File: src/rtl/bitop_pkg.sv
// Package: shared operation codes for the single-bit manipulation unit.
// Assumes the operation field is two bits wide.
package bitop_pkg;

    typedef enum logic [1:0] {
        OP_CLR = 2'b00,
        OP_EXT = 2'b01,
        OP_INV = 2'b10,
        OP_SET = 2'b11
    } bitop_op_e;

endpackage

File: src/rtl/bitop_index_sel.sv
// Module: picks the bit index from the register operand or the immediate field.
// It also flags immediate values too wide to address a data bit.
// Assumes IMM_W >= IDX_W.
module bitop_index_sel #(
    parameter int XLEN  = 32,
    parameter int IMM_W = 6,
    localparam int IDX_W = $clog2(XLEN)
) (
    input  logic [XLEN-1:0]  idx_reg_i,
    input  logic [IMM_W-1:0] imm_i,
    input  logic             use_imm_i,
    output logic [IDX_W-1:0] idx_o,
    output logic             reserved_o
);

    logic unused_reg_hi;

    // Upper register bits are dropped on purpose (modulo indexing).
    assign unused_reg_hi = ^idx_reg_i[XLEN-1:IDX_W];

    // Index multiplexer between the two forms.
    always_comb begin
        if (use_imm_i) idx_o = imm_i[IDX_W-1:0];
        else           idx_o = idx_reg_i[IDX_W-1:0];
    end

    // Reserved detection exists only where the immediate is wider than the index.
    generate
        if (IMM_W > IDX_W) begin : g_rsv
            assign reserved_o = use_imm_i & (|imm_i[IMM_W-1:IDX_W]);
        end else begin : g_norsv
            assign reserved_o = 1'b0;
        end
    endgenerate

endmodule

File: src/rtl/bitop_mask_gen.sv
// Module: decodes a binary bit index into a one-hot mask of XLEN bits.
// Assumes idx_i < XLEN, which a power-of-two XLEN guarantees.
module bitop_mask_gen #(
    parameter int XLEN = 32,
    localparam int IDX_W = $clog2(XLEN)
) (
    input  logic [IDX_W-1:0] idx_i,
    output logic [XLEN-1:0]  mask_o
);

    // One comparator per bit position.
    generate
        for (genvar g = 0; g < XLEN; g++) begin : g_bit
            assign mask_o[g] = (idx_i == IDX_W'(g));
        end
    endgenerate

endmodule

File: src/rtl/bitop_alu.sv
// Module: applies the selected operation to the source word using a one-hot mask.
// It zeroes the result when kill_i is set.
// Assumes mask_i is one-hot.
module bitop_alu
    import bitop_pkg::*;
#(
    parameter int XLEN = 32
) (
    input  logic [XLEN-1:0] src_i,
    input  logic [XLEN-1:0] mask_i,
    input  logic [1:0]      op_i,
    input  logic            kill_i,
    output logic [XLEN-1:0] res_o
);

    bitop_op_e       op_e;
    logic            picked;
    logic [XLEN-1:0] raw;

    assign op_e   = bitop_op_e'(op_i);
    assign picked = |(src_i & mask_i);

    // Operation selection.
    always_comb begin
        case (op_e)
            OP_CLR:  raw = src_i & ~mask_i;
            OP_SET:  raw = src_i | mask_i;
            OP_INV:  raw = src_i ^ mask_i;
            OP_EXT:  raw = {{(XLEN-1){1'b0}}, picked};
            default: raw = '0;
        endcase
    end

    // Reserved encodings yield zero.
    assign res_o = kill_i ? '0 : raw;

endmodule

File: src/rtl/bitop_unit.sv
// Module: top of the single-bit manipulation unit.
// Index selection, mask decode and the operation feed an optional output register.
// Assumes a synchronous active-low reset. clk and rst_n are unused when REG_OUT = 0.
module bitop_unit #(
    parameter int XLEN    = 32,
    parameter int IMM_W   = 6,
    parameter bit REG_OUT = 1'b1
) (
    input  logic             clk,
    input  logic             rst_n,
    input  logic [XLEN-1:0]  src_i,
    input  logic [XLEN-1:0]  idx_reg_i,
    input  logic [IMM_W-1:0] imm_i,
    input  logic             use_imm_i,
    input  logic [1:0]       op_i,
    output logic [XLEN-1:0]  result_o,
    output logic             reserved_o
);

    localparam int IDX_W = $clog2(XLEN);

    logic [IDX_W-1:0] idx;
    logic             rsv;
    logic [XLEN-1:0]  mask;
    logic [XLEN-1:0]  res;

    bitop_index_sel #(.XLEN(XLEN), .IMM_W(IMM_W)) u_idx (
        .idx_reg_i (idx_reg_i),
        .imm_i     (imm_i),
        .use_imm_i (use_imm_i),
        .idx_o     (idx),
        .reserved_o(rsv)
    );

    bitop_mask_gen #(.XLEN(XLEN)) u_mask (
        .idx_i (idx),
        .mask_o(mask)
    );

    bitop_alu #(.XLEN(XLEN)) u_alu (
        .src_i (src_i),
        .mask_i(mask),
        .op_i  (op_i),
        .kill_i(rsv),
        .res_o (res)
    );

    // Output stage variant chosen by REG_OUT.
    generate
        if (REG_OUT) begin : g_reg
            logic [XLEN-1:0] res_q;
            logic            rsv_q;
            // Output register with synchronous clear.
            always_ff @(posedge clk) begin
                if (!rst_n) begin
                    res_q <= '0;
                    rsv_q <= 1'b0;
                end else begin
                    res_q <= res;
                    rsv_q <= rsv;
                end
            end
            assign result_o   = res_q;
            assign reserved_o = rsv_q;
        end else begin : g_comb
            assign result_o   = res;
            assign reserved_o = rsv;
        end
    endgenerate

endmodule

File: config.mk
export PLATFORM = sky130hd
export DESIGN_NAME = bitop_unit
export DESIGN_NICKNAME = d
export VERILOG_FILES = /design/src/rtl/bitop_pkg.sv /design/src/rtl/bitop_index_sel.sv /design/src/rtl/bitop_mask_gen.sv /design/src/rtl/bitop_alu.sv /design/src/rtl/bitop_unit.sv
export SDC_FILE = /design/constraint.sdc
export NUM_CORES = 1
export LEC_CHECK = 0
export CORE_MARGIN = 8
export CORE_UTILIZATION = 48
export DETAILED_ROUTE_END_ITERATION = 10
export PLACE_DENSITY = 0.82
export REMOVE_ABC_BUFFERS = 1
export SLEW_MARGIN = 20
export SYNTH_ARGS = -nofsm -noshare
export SYNTH_HDL_FRONTEND = slang
export SYNTH_SLANG_ARGS = --single-unit
File: constraint.sdc
create_clock -name clk -period 2.3 [get_ports clk]
set_input_delay 0.23 -clock clk [delete_from_list [all_inputs] [get_ports clk]]
set_output_delay 0.23 -clock clk [all_outputs]
set_load 0.1 [all_outputs]
==> key figures <==
Flow run
  – Number of max-cap violations: 0

Global route
  – Top Usage Layer GRT: met2
  – Pin count of the biggest net entering global routing: 37
  – Gr ovfl total: 0
  – Vias in the first global route: around 3.5k
  – Met2 Use GR: a little over a third
  – Met3 usage: 4.399%
  – Initial antenna violation count: 0
  – Met1 usage in global routing: 23.00%
  – Total GRT Usage: a little over 20%
  – First-pass GRT wire length: 16640 um

Timing
  – Finish-stage setup viols: 0
  – Hold Vio Cnt, Final: 0
  – Fin crit period: about 2200 ps
  – Slew Viols, Final: 0
  – Relative slew margins: 64.34%
  – Setup WS post-layout: 85.23 ps
  – Achievable frequency: between 0.4 and 0.5 GHz
  – Worst-Margin Slew: around 530 ps
  – Hold WS: 500.0 ps
  – Final Cycle Share: around 96%

Setup path
  – Critical Path Stages: 10
  – Critical path startpoint category: primary input
  – Top cell family by delay on the critical path: simple AND/OR/NAND/NOR gates
  – CP max stage cell: clkdlybuf4s50_1
  – Crit path launch: idx_reg_i[1]
  – Worst-path fanout max: 5
  – Worst setup path end: result_o[0]
  – Crit path buffers/inverters: 3
  – Arr. time, crit path: about 2400 ps
  – Critical path type: in -> reg
  – Worst Path Required: 2460 ps
  – Critical path's largest stage delay: roughly 520 ps
  – Setup crit end kind: register
  – CP Cell Sequence: clkdlybuf4s50_1 -> buf_4 -> o32a_1 -> buf_4 -> nor2_1 -> ha_1 -> nor4_2 -> nand4_1 -> nor4b_2 -> nor2_1

Die
  – Chip width: approximately 100 um
  – Core Area: 7137 sq um
  – Die height: just over 100 um
  – Total I/O pin count: around 110
  – Initial Util: 49.02%
  – Die area: between 10000 and 15000 sq um
  – Row cnt: 31

Cells and area
  – Share of layout cells above drive strength 1: 23.09%
  – Fillers: between 600 and 700
  – Ant. Diodes: 0
  – Fin nets: roughly 690
  – Register Area: about 660 sq um
  – Design area: around 4900 sq um
  – Area taken by multi-input logic gates: ~2700 sq um
  – P&R area growth vs syn: 38.77%
  – Post-Layout Cell Count: just over 600

Place
  – Placement Cell Area: 4639 sq um
  – DP HPWL: between 8000 and 9000 um
  – Setup Slack @ Placement: -383.9 ps
  – PortBufs: 80
  – Dpl cells: between 600 and 700
  – Routability cong.: around 0.9

Logic synthesis
  – Syn Inst Count: about 400
  – Asr flop ratio synth: 0%
  – Yosys top cell area share: roughly 34%
  – Yosys warns: 0
  – Seq cells post-synth: 33
  – Synth Flop Type: dfxtp_1
  – Synth area leaders: ha_1, dfxtp_1, mux2i_1, and2_1, o22ai_1
  – Yosys top cell by area: ha_1
  – Mapped Area: ~3500 sq um
  – Netlist cell types: 34
  – Avg Cell Area, Syn: around 8.7 sq um
  – EDFF count, synth: 0
  – Sequential area share after synthesis: between 10% and 20%

Min path
  – Hold Crit Class: in -> reg

Status
  – Status: completed

Clock tree
  – Clock transition at path regs: ~70 ps
  – H-tree Lvls: 2
  – Clock Sinks: 33
  – CTS root buf: clkbuf_8
  – CTS Buf Count: 5
  – CTS tree: done
  – CTS Buffer Depth: 2

Drt
  – Drt first pass iters: 4
  – Via Count: 3247
  – Routed Wire Length: 10150 um
  – DR WL/cell: 16.29 um
  – Avg Vias per Cell: 5.212
  – # DRC: 0
  – Remaining antenna violation count after routing: 0
  – Initial drt markers: about 190

Power and ir drop
  – NetSw: between 0.7 and 0.8 mW
  – VDD IR max: 0.2162 mV
  – Leakage power: roughly 2.4 nW
  – Switching share of power: 40.44%
  – Sequential power share: a little under a third
  – Total Power: around 1.9 mW
  – P_int: approximately 1.1 mW
  – Gate power share: between 40% and 50%
  – Clk pwr share: approximately 22%
  – Cell Pwr Density: slightly below 400 nW/um^2
metal layers:
layer  wire length, um  vias to the layer above
met3               537                       23
met2              5045                       94
met1              4319                     1528
met4               248                        0
met5                 0                        -
li1                  -                     1602
cell usage in the layout, fill, tap and decap left out, drive strengths merged, types with 6 or more instances in the layout:
cell type,instances
nor2,44
ha,96
o22ai,33
buf,85
clkdlybuf4s50,40
and2,31
mux2i,32
nor4,8
inv,32
dfxtp,33
dlymetal6s2s,6
nand2,43
clkbuf,7
Yosys cell counts (all sizes together) (3+ instances only):
master  count
clkbuf     12
o22ai      33
nand2      43
dfxtp      33
nor2b       3
nor4        8
and2       31
mux2i      32
buf         8
nor2       44
nand2b      4
inv        32
ha         96
timing repair:
action | 4_1_cts | 5_1_grt
hold buffers | 0 | 0
setup buffers | 0 | 2
gates cloned | 0 | 1
pin swaps | 1 | 8
gates resized for setup | 5 | 18
endpoints found under the setup margin | 1 | 18
how the worst min path moves through the flow:
stage	from	endpoint	slack, ps	depth (start not counted)
final	use_imm_i	reserved_o	500	3
after global routing	use_imm_i	reserved_o	500	3
after CTS	imm_i[5]	reserved_o	580	2
after detailed placement	result_o[14]	result_o[14]	730	1
after global placement	result_o[20]	result_o[20]	730	1
after floorplan	use_imm_i	reserved_o	380	1
state kept, by name (all words and copies together), names as in the netlist:
signal / cells
result_o: 32
reserved_o: 1
layout make-up:
cell class	count	area share (%)
multi-input cells	319	55.49
clock buffers	6	1.495
inverters	32	2.474
repair buffers	132	24.18
well taps	99	2.552
clock inverters	2	0.2062
flip-flops and latches	33	13.61
per-stage QoR:
| stage | TNS [ps] | utilization, % |
|---|---|---|
| after floorplan | 0 | - |
| after global placement | -4762 | 65.01 |
| after detailed placement | -6278 | 65.01 |
| after CTS | 0 | 66.55 |
| after global routing | -5.583 | 68.02 |
| final | 0 | 68.02 |
kinds of logic (layout without fill, tap and decap cells):
kind of cell / after synthesis / after routing / synth area share [%]
DFF: 33 / 33 / 18.88
adders and majority gates: 96 / 96 / 34.33
AOI/OAI and AO/OA: 50 / 50 / 11.30
muxes: 33 / 33 / 9.943
and+or+nand+nor: 140 / 140 / 19.21
buffers and inverters: 52 / 172 / 6.330
power groups by stage:
stage / Combinational (mW) / Sequential [mW] / Clock, mW
2_1_floorplan: 0.250 / 0.879 / 0
3_3_place_gp: 0.834 / 0.627 / 0
3_5_place_dp: 0.860 / 0.629 / 0
4_1_cts: 0.868 / 0.615 / 0.454
5_1_grt: 0.945 / 0.619 / 0.492
6_report: 0.882 / 0.615 / 0.432
No activity file was read; power rests on OpenSTA's default activity.
